==> config.mk <==
export PLATFORM = sky130hd
export DESIGN_NAME = irtx_top
export DESIGN_NICKNAME = d
export VERILOG_FILES = /design/src/rtl/irtx_pkg.sv /design/src/rtl/irtx_fifo.sv /design/src/rtl/irtx_sequencer.sv /design/src/rtl/irtx_carrier.sv /design/src/rtl/irtx_top.sv
export SDC_FILE = /design/constraint.sdc
export NUM_CORES = 1
export LEC_CHECK = 0
export BUFFER_PORTS_ARGS = -buffer_cell sky130_fd_sc_hd__buf_4
export CAP_MARGIN = 20
export CELL_PAD_IN_SITES_DETAIL_PLACEMENT = 0
export CELL_PAD_IN_SITES_GLOBAL_PLACEMENT = 1
export CORE_MARGIN = 5
export CORE_UTILIZATION = 40
export DETAILED_ROUTE_END_ITERATION = 8
export PLACE_DENSITY = 0.71
export SKIP_CTS_REPAIR_TIMING = 1
export SYNTH_ARGS = -nofsm -noshare
export SYNTH_HDL_FRONTEND = slang
export SYNTH_HIERARCHICAL = 1
export SYNTH_SLANG_ARGS = --single-unit
export TNS_END_PERCENT = 100
==> constraint.sdc <==
create_clock -name clk -period 9 [get_ports clk]
set_input_delay 0.45 -clock clk [delete_from_list [all_inputs] [get_ports clk]]
set_output_delay 0.45 -clock clk [all_outputs]
set_load 0.05 [all_outputs]
==> src/rtl/irtx_pkg.sv <==
package irtx_pkg;
  typedef enum logic [1:0] {
    ADDR_DATA = 2'd0,
    ADDR_CTRL = 2'd1,
    ADDR_CARR = 2'd2,
    ADDR_NONE = 2'd3
  } reg_addr_e;

  typedef struct packed {
    logic [1:0] thr;
    logic       rle;
    logic       irq_en;
  } ctrl_t;

  function automatic int unsigned thr_level(logic [1:0] code);
    case (code)
      2'd0:    return 1;
      2'd1:    return 7;
      2'd2:    return 17;
      default: return 25;
    endcase
  endfunction
endpackage

==> src/rtl/irtx_fifo.sv <==
module irtx_fifo #(
  parameter int W     = 8,
  parameter int DEPTH = 32
) (
  input  logic                         clk,
  input  logic                         rst_n,
  input  logic                         clr,
  input  logic                         push,
  input  logic [W-1:0]                 din,
  input  logic                         pop,
  output logic [W-1:0]                 head,
  output logic                         empty,
  output logic                         full,
  output logic [$clog2(DEPTH+1)-1:0]   count
);
  localparam int AW = $clog2(DEPTH);
  localparam int CW = $clog2(DEPTH + 1);

  logic [W-1:0]  mem [DEPTH];
  logic [AW-1:0] wp, rp;
  logic          do_push, do_pop;

  assign empty   = (count == '0);
  assign full    = (count == CW'(DEPTH));
  assign do_push = push && !full;
  assign do_pop  = pop && !empty;
  assign head    = mem[rp];

  always_ff @(posedge clk) begin
    if (do_push) mem[wp] <= din;
  end

  always_ff @(posedge clk or negedge rst_n) begin
    if (!rst_n) begin
      wp    <= '0;
      rp    <= '0;
      count <= '0;
    end else if (clr) begin
      wp    <= '0;
      rp    <= '0;
      count <= '0;
    end else begin
      if (do_push) wp <= (wp == AW'(DEPTH - 1)) ? '0 : wp + AW'(1);
      if (do_pop)  rp <= (rp == AW'(DEPTH - 1)) ? '0 : rp + AW'(1);
      case ({do_push, do_pop})
        2'b10:   count <= count + CW'(1);
        2'b01:   count <= count - CW'(1);
        default: count <= count;
      endcase
    end
  end
endmodule

==> src/rtl/irtx_sequencer.sv <==
module irtx_sequencer #(
  parameter int W = 8
) (
  input  logic         clk,
  input  logic         rst_n,
  input  logic         abort,
  input  logic         bit_tick,
  input  logic         rle_en,
  input  logic         empty,
  input  logic [W-1:0] head,
  output logic         pop,
  output logic         mark
);
  localparam int RW = W - 1;

  logic          busy;
  logic [RW-1:0] remain;
  logic          last_period;

  assign last_period = bit_tick && (remain == '0);
  assign pop = !abort && !empty && (!busy || last_period);

  always_ff @(posedge clk or negedge rst_n) begin
    if (!rst_n) begin
      busy   <= 1'b0;
      mark   <= 1'b0;
      remain <= '0;
    end else if (abort) begin
      busy   <= 1'b0;
      mark   <= 1'b0;
      remain <= '0;
    end else if (pop) begin
      busy   <= 1'b1;
      mark   <= !head[W-1];
      remain <= rle_en ? head[RW-1:0] : '0;
    end else if (busy && bit_tick) begin
      if (remain == '0) begin
        busy <= 1'b0;
        mark <= 1'b0;
      end else begin
        remain <= remain - RW'(1);
      end
    end
  end
endmodule

==> src/rtl/irtx_carrier.sv <==
module irtx_carrier #(
  parameter int DIV_W = 5,
  parameter int PW_W  = 3
) (
  input  logic             clk,
  input  logic             rst_n,
  input  logic [DIV_W-1:0] div,
  input  logic [PW_W-1:0]  pw,
  output logic             carrier_on
);
  logic [DIV_W-1:0] div_cnt;
  logic [PW_W-1:0]  slot;

  assign carrier_on = (slot < pw);

  always_ff @(posedge clk or negedge rst_n) begin
    if (!rst_n) begin
      div_cnt <= '0;
      slot    <= '0;
    end else if (div_cnt >= div) begin
      div_cnt <= '0;
      slot    <= slot + PW_W'(1);
    end else begin
      div_cnt <= div_cnt + DIV_W'(1);
    end
  end
endmodule

==> src/rtl/irtx_top.sv <==
module irtx_top
  import irtx_pkg::*;
#(
  parameter int DEPTH  = 32,
  parameter int DATA_W = 8
) (
  input  logic                       clk,
  input  logic                       rst_n,
  input  logic                       bit_tick,
  input  logic                       wr_valid,
  input  logic [1:0]                 wr_addr,
  input  logic [DATA_W-1:0]          wr_data,
  output logic                       wr_ready,
  output logic [$clog2(DEPTH+1)-1:0] fifo_count,
  output logic                       irq_low,
  output logic                       tx_err,
  output logic                       ir_out
);
  localparam int CW    = $clog2(DEPTH + 1);
  localparam int PW_W  = 3;
  localparam int DIV_W = DATA_W - PW_W;

  ctrl_t             ctrl;
  logic [PW_W-1:0]   cfg_pw;
  logic [DIV_W-1:0]  cfg_div;
  logic              fifo_full, fifo_empty, fifo_pop, fifo_clr, push_ok, push_drop;
  logic              ctrl_wr, carr_wr, mark, carrier_on;
  logic [DATA_W-1:0] head;
  logic              unused_bits;

  assign ctrl_wr   = wr_valid && (wr_addr == ADDR_CTRL);
  assign carr_wr   = wr_valid && (wr_addr == ADDR_CARR);
  assign push_ok   = wr_valid && (wr_addr == ADDR_DATA) && !fifo_full;
  assign push_drop = wr_valid && (wr_addr == ADDR_DATA) && fifo_full;
  assign fifo_clr  = ctrl_wr && wr_data[4];
  assign wr_ready  = (wr_addr != ADDR_DATA) || !fifo_full;
  assign unused_bits = ^wr_data[DATA_W-1:5];

  always_ff @(posedge clk or negedge rst_n) begin
    if (!rst_n) begin
      ctrl    <= '{thr: 2'd2, rle: 1'b1, irq_en: 1'b0};
      cfg_pw  <= PW_W'(4);
      cfg_div <= '0;
      tx_err  <= 1'b0;
    end else begin
      if (ctrl_wr) ctrl <= ctrl_t'(wr_data[3:0]);
      if (carr_wr) begin
        cfg_pw  <= wr_data[PW_W-1:0];
        cfg_div <= wr_data[DATA_W-1:PW_W];
      end
      if (fifo_clr)       tx_err <= 1'b0;
      else if (push_drop) tx_err <= 1'b1;
    end
  end

  irtx_fifo #(.W(DATA_W), .DEPTH(DEPTH)) u_fifo (
    .clk(clk), .rst_n(rst_n), .clr(fifo_clr), .push(push_ok), .din(wr_data),
    .pop(fifo_pop), .head(head), .empty(fifo_empty), .full(fifo_full),
    .count(fifo_count)
  );

  irtx_sequencer #(.W(DATA_W)) u_seq (
    .clk(clk), .rst_n(rst_n), .abort(fifo_clr), .bit_tick(bit_tick),
    .rle_en(ctrl.rle), .empty(fifo_empty), .head(head), .pop(fifo_pop),
    .mark(mark)
  );

  irtx_carrier #(.DIV_W(DIV_W), .PW_W(PW_W)) u_car (
    .clk(clk), .rst_n(rst_n), .div(cfg_div), .pw(cfg_pw),
    .carrier_on(carrier_on)
  );

  assign irq_low = ctrl.irq_en && (32'(fifo_count) <= thr_level(ctrl.thr));
  assign ir_out  = mark && carrier_on;

  logic [CW-1:0] unused_cw;
  assign unused_cw = '0;
endmodule

==> results.toml <==
[routing]
drt-met1-wl_um = 11600
wl_met2_um = 12700
wire_per_inst_um = 22.8
vias = 6462
route.detailed.drc = 0
routed_wl_um = 26300
viasPerCell = 5.60
highest_layer = "met4"
drt-pass1-iter-count = 5
ant_nets = 0
dr_wl_met3_um = 1660
drt_iter0_markers = 537

[status]
outcome = "finished, final reports clean"

[clocking]
clkTransAtPathRegs_ns = 0.06
numCtsBuffers = 31
insertion_delay_ns = 0.55
cts_buffer_depth = 3
htreeDepth = 1
clock_tree.root_cell = "clkbuf_16"
cts_tree = "built"
clock-sinks = 302

[synthesis]
syn_inst = 699
synth_mux_area_share_pct = 16.7
yosysWarnings = 6
async_flop_share_pct = 15.2
synthesis.nets = 740
synth_area_um2 = 12800
synthFlopType = "edfxtp_1"
yosys.cell_types.count = 67
synth_top_family_by_area = "multiplexers"
yosys.area_share.xor_xnor_pct = 0.675
synthSimpleGateAreaFrac_pct = 6.04
yosys.area_share.adder_pct = 2.70
synth_compound_area_share_pct = 3.02
synth-edff-count = 256
synth-seq-area-share_pct = 69.2
ys_seq_elements = 302
syn_area_per_cell_um2 = 18.3

[critical_path]
critical_path.cell_chain = "or4_4 -> nor3_1 -> nor2_1 -> a41oi_2 -> nor2_1 -> o31ai_4 -> nor2_1 -> ha_1 -> a211oi_1 -> o21bai_1 -> a21oi_1 -> mux2i_1 -> mux2_1"
critical_path_required_ns = 9.43
crit_top_cell = "nor2_1"
worstSetupPathType = "reg2reg"
crit_path_max_fanout = 11
crit_family = "simple AND/OR/NAND/NOR gates"
worst_path_largest_cell_delay_ns = 0.60
critical-path-slowest-cell = "or4_4"
worstPathArrival_ns = 4.65
critPathLaunchType = "register"
path_buf_inv = 0
crit_path_end_kind = "register"

[finish]
area_delta_synth_final_pct = 11.5
layout_commonest_cell = "edfxtp_1"
nets = 769
drive_gt1_share_pct = 25.3
layout_common_cells = "edfxtp_1, mux4_2, nor2_1"

[placement]
dp_slack_ns = 4.84
gp_congestion = 0.767
place_hpwl_um = 16300
port_buffers = 23

[sta]
fmax_ghz = 0.237
rsz0062_at_grt = "no"
min_period_over_period_pct = 46.8
tightest_slew_ns = 1.02
worst_slack_ns = 4.78
slew_violations = 0
tns_ns = 0
finalSetupViolCount = 0
fin_worst_skew_ns = 0.0123
period_needed_ns = 4.22
relSlewSlack_pct = 31.9
hold_viol = 0

[grt]
first_global_vias = 6747
grt_start_max_net_pins = 69
overflow = 0
antenna_found_initial = 0
grt_first_pass_wirelength_um = 40900
grtUsageTotal_pct = 14.7

[floorplan]
die_area_um2 = 35600
core_area_um2 = 31600
start_util_pct = 40.5
die_width_um = 189
io_pins = 24
fp.dieH_um = 189
num_rows = 65

[worst_hold_path]
hp-class = "in2reg"

[power]
leakagePower_nw = 4.76
irDropWorstVdd_mv = 0.152
p_per_area_nw_per_um2 = 272

[run]
cap_violations = 0
==> per-stage QoR <==
| step | hold slack, ns | cell area (um^2) | utilization [%] | std cells | total power [mW] |
|---|---|---|---|---|---|
| final | 0.127 | 14200 | 45.2 | 1154 | 3.87 |
| after global routing | 0.0992 | 14200 | 45.1 | 1153 | 4.07 |
| after CTS | -0.0871 | 14200 | 45.0 | 1151 | 3.92 |
| after detailed placement | 0.484 | 13300 | 42.2 | 1095 | 2.78 |
| after global placement | 0.469 | 13300 | 42.2 | 1095 | 2.75 |
| after floorplan | 0.154 | 12800 | - | 699 | 2.50 |
==> layout make-up <==
cell class / count / area (um^2)
clock inverters: 20 / 95.1
flip-flops and latches: 302 / 8850
clock buffers: 36 / 795
inverters: 14 / 52.6
diodes: 1 / 2.50
multi-input cells: 352 / 3730
repair buffers: 27 / 225
well taps: 402 / 503
fillers: 2681 / 17300
==> flip-flops by register name, indices dropped and copies added, names as in the netlist <==
signal         cells
cfg_pw             3
tx_err             1
u_seq/busy         1
u_seq/remain       7
u_fifo/wp          5
u_seq/mark         1
u_fifo/count       6
u_car/div_cnt      5
u_fifo/mem       256
u_fifo/rp          5
u_car/slot         3
ctrl               4
cfg_div            5
==> cell families (layout without fill, tap and decap cells) <==
kind of cell	count (synthesis)	in the layout
compound gates	56	56
xor+xnor	9	9
fa+ha+maj	27	27
buf+inv	45	97
flops	302	302
mux	109	109
other cells	0	1
simple gates	151	151
==> cells in the mapped netlist (5+ instances only) <==
cell type	count	area, um^2
mux4_2	80	1800
mux2_2	16	180
clkbuf_1	13	48.8
nand2_1	31	116
inv_1	14	52.6
edfxtp_1	256	7690
mux2_4	5	75.1
xnor2_1	5	43.8
nand3b_1	5	37.5
buf_1	6	22.5
ha_1	26	325
nor3_1	7	35.0
a21oi_1	19	95.1
nand3_1	12	60.1
nor2_1	61	229
buf_2	5	25.0
mux2i_1	7	70.1
dfrtp_1	43	1080
==> path summary, 6_finish.rpt <==
path                            slack, ns                         from  cells past startpoint                     endpoint
worst min register to register       0.49    u_car/slot[2]$_DFFE_PN0P_                      1    u_car/slot[2]$_DFFE_PN0P_
min in group asynchronous            0.46                        rst_n                      2  u_seq/remain[1]$_DFFE_PN0P_
worst max register to register       4.78  u_fifo/count[0]$_DFFE_PN0P_                     13  u_fifo/count[5]$_DFFE_PN0P_
max in group asynchronous            8.07                        rst_n                      2     u_fifo/rp[0]$_DFFE_PN0P_
worst min-delay path                 0.13                   wr_addr[0]                      2           tx_err$_DFFE_PN0P_
worst max-delay path                 4.78  u_fifo/count[0]$_DFFE_PN0P_                     13  u_fifo/count[5]$_DFFE_PN0P_
==> layer usage <==
layer | vias to the layer above | track usage, %
li1 | 2846 | -
met1 | 3380 | 21.5
met2 | 209 | 23.6
met5 | - | 0
met4 | 0 | 2.97
met3 | 27 | 2.74
==> power by group <==
| group | switching (mW) | internal (mW) | total (mW) |
|---|---|---|---|
| clock network | 0.503 | 0.626 | 1.13 |
| registers | 0.129 | 1.60 | 1.73 |
| logic | 0.523 | 0.491 | 1.01 |
| total | 1.16 | 2.72 | 3.87 |
No activity file was read; power rests on OpenSTA's default activity.
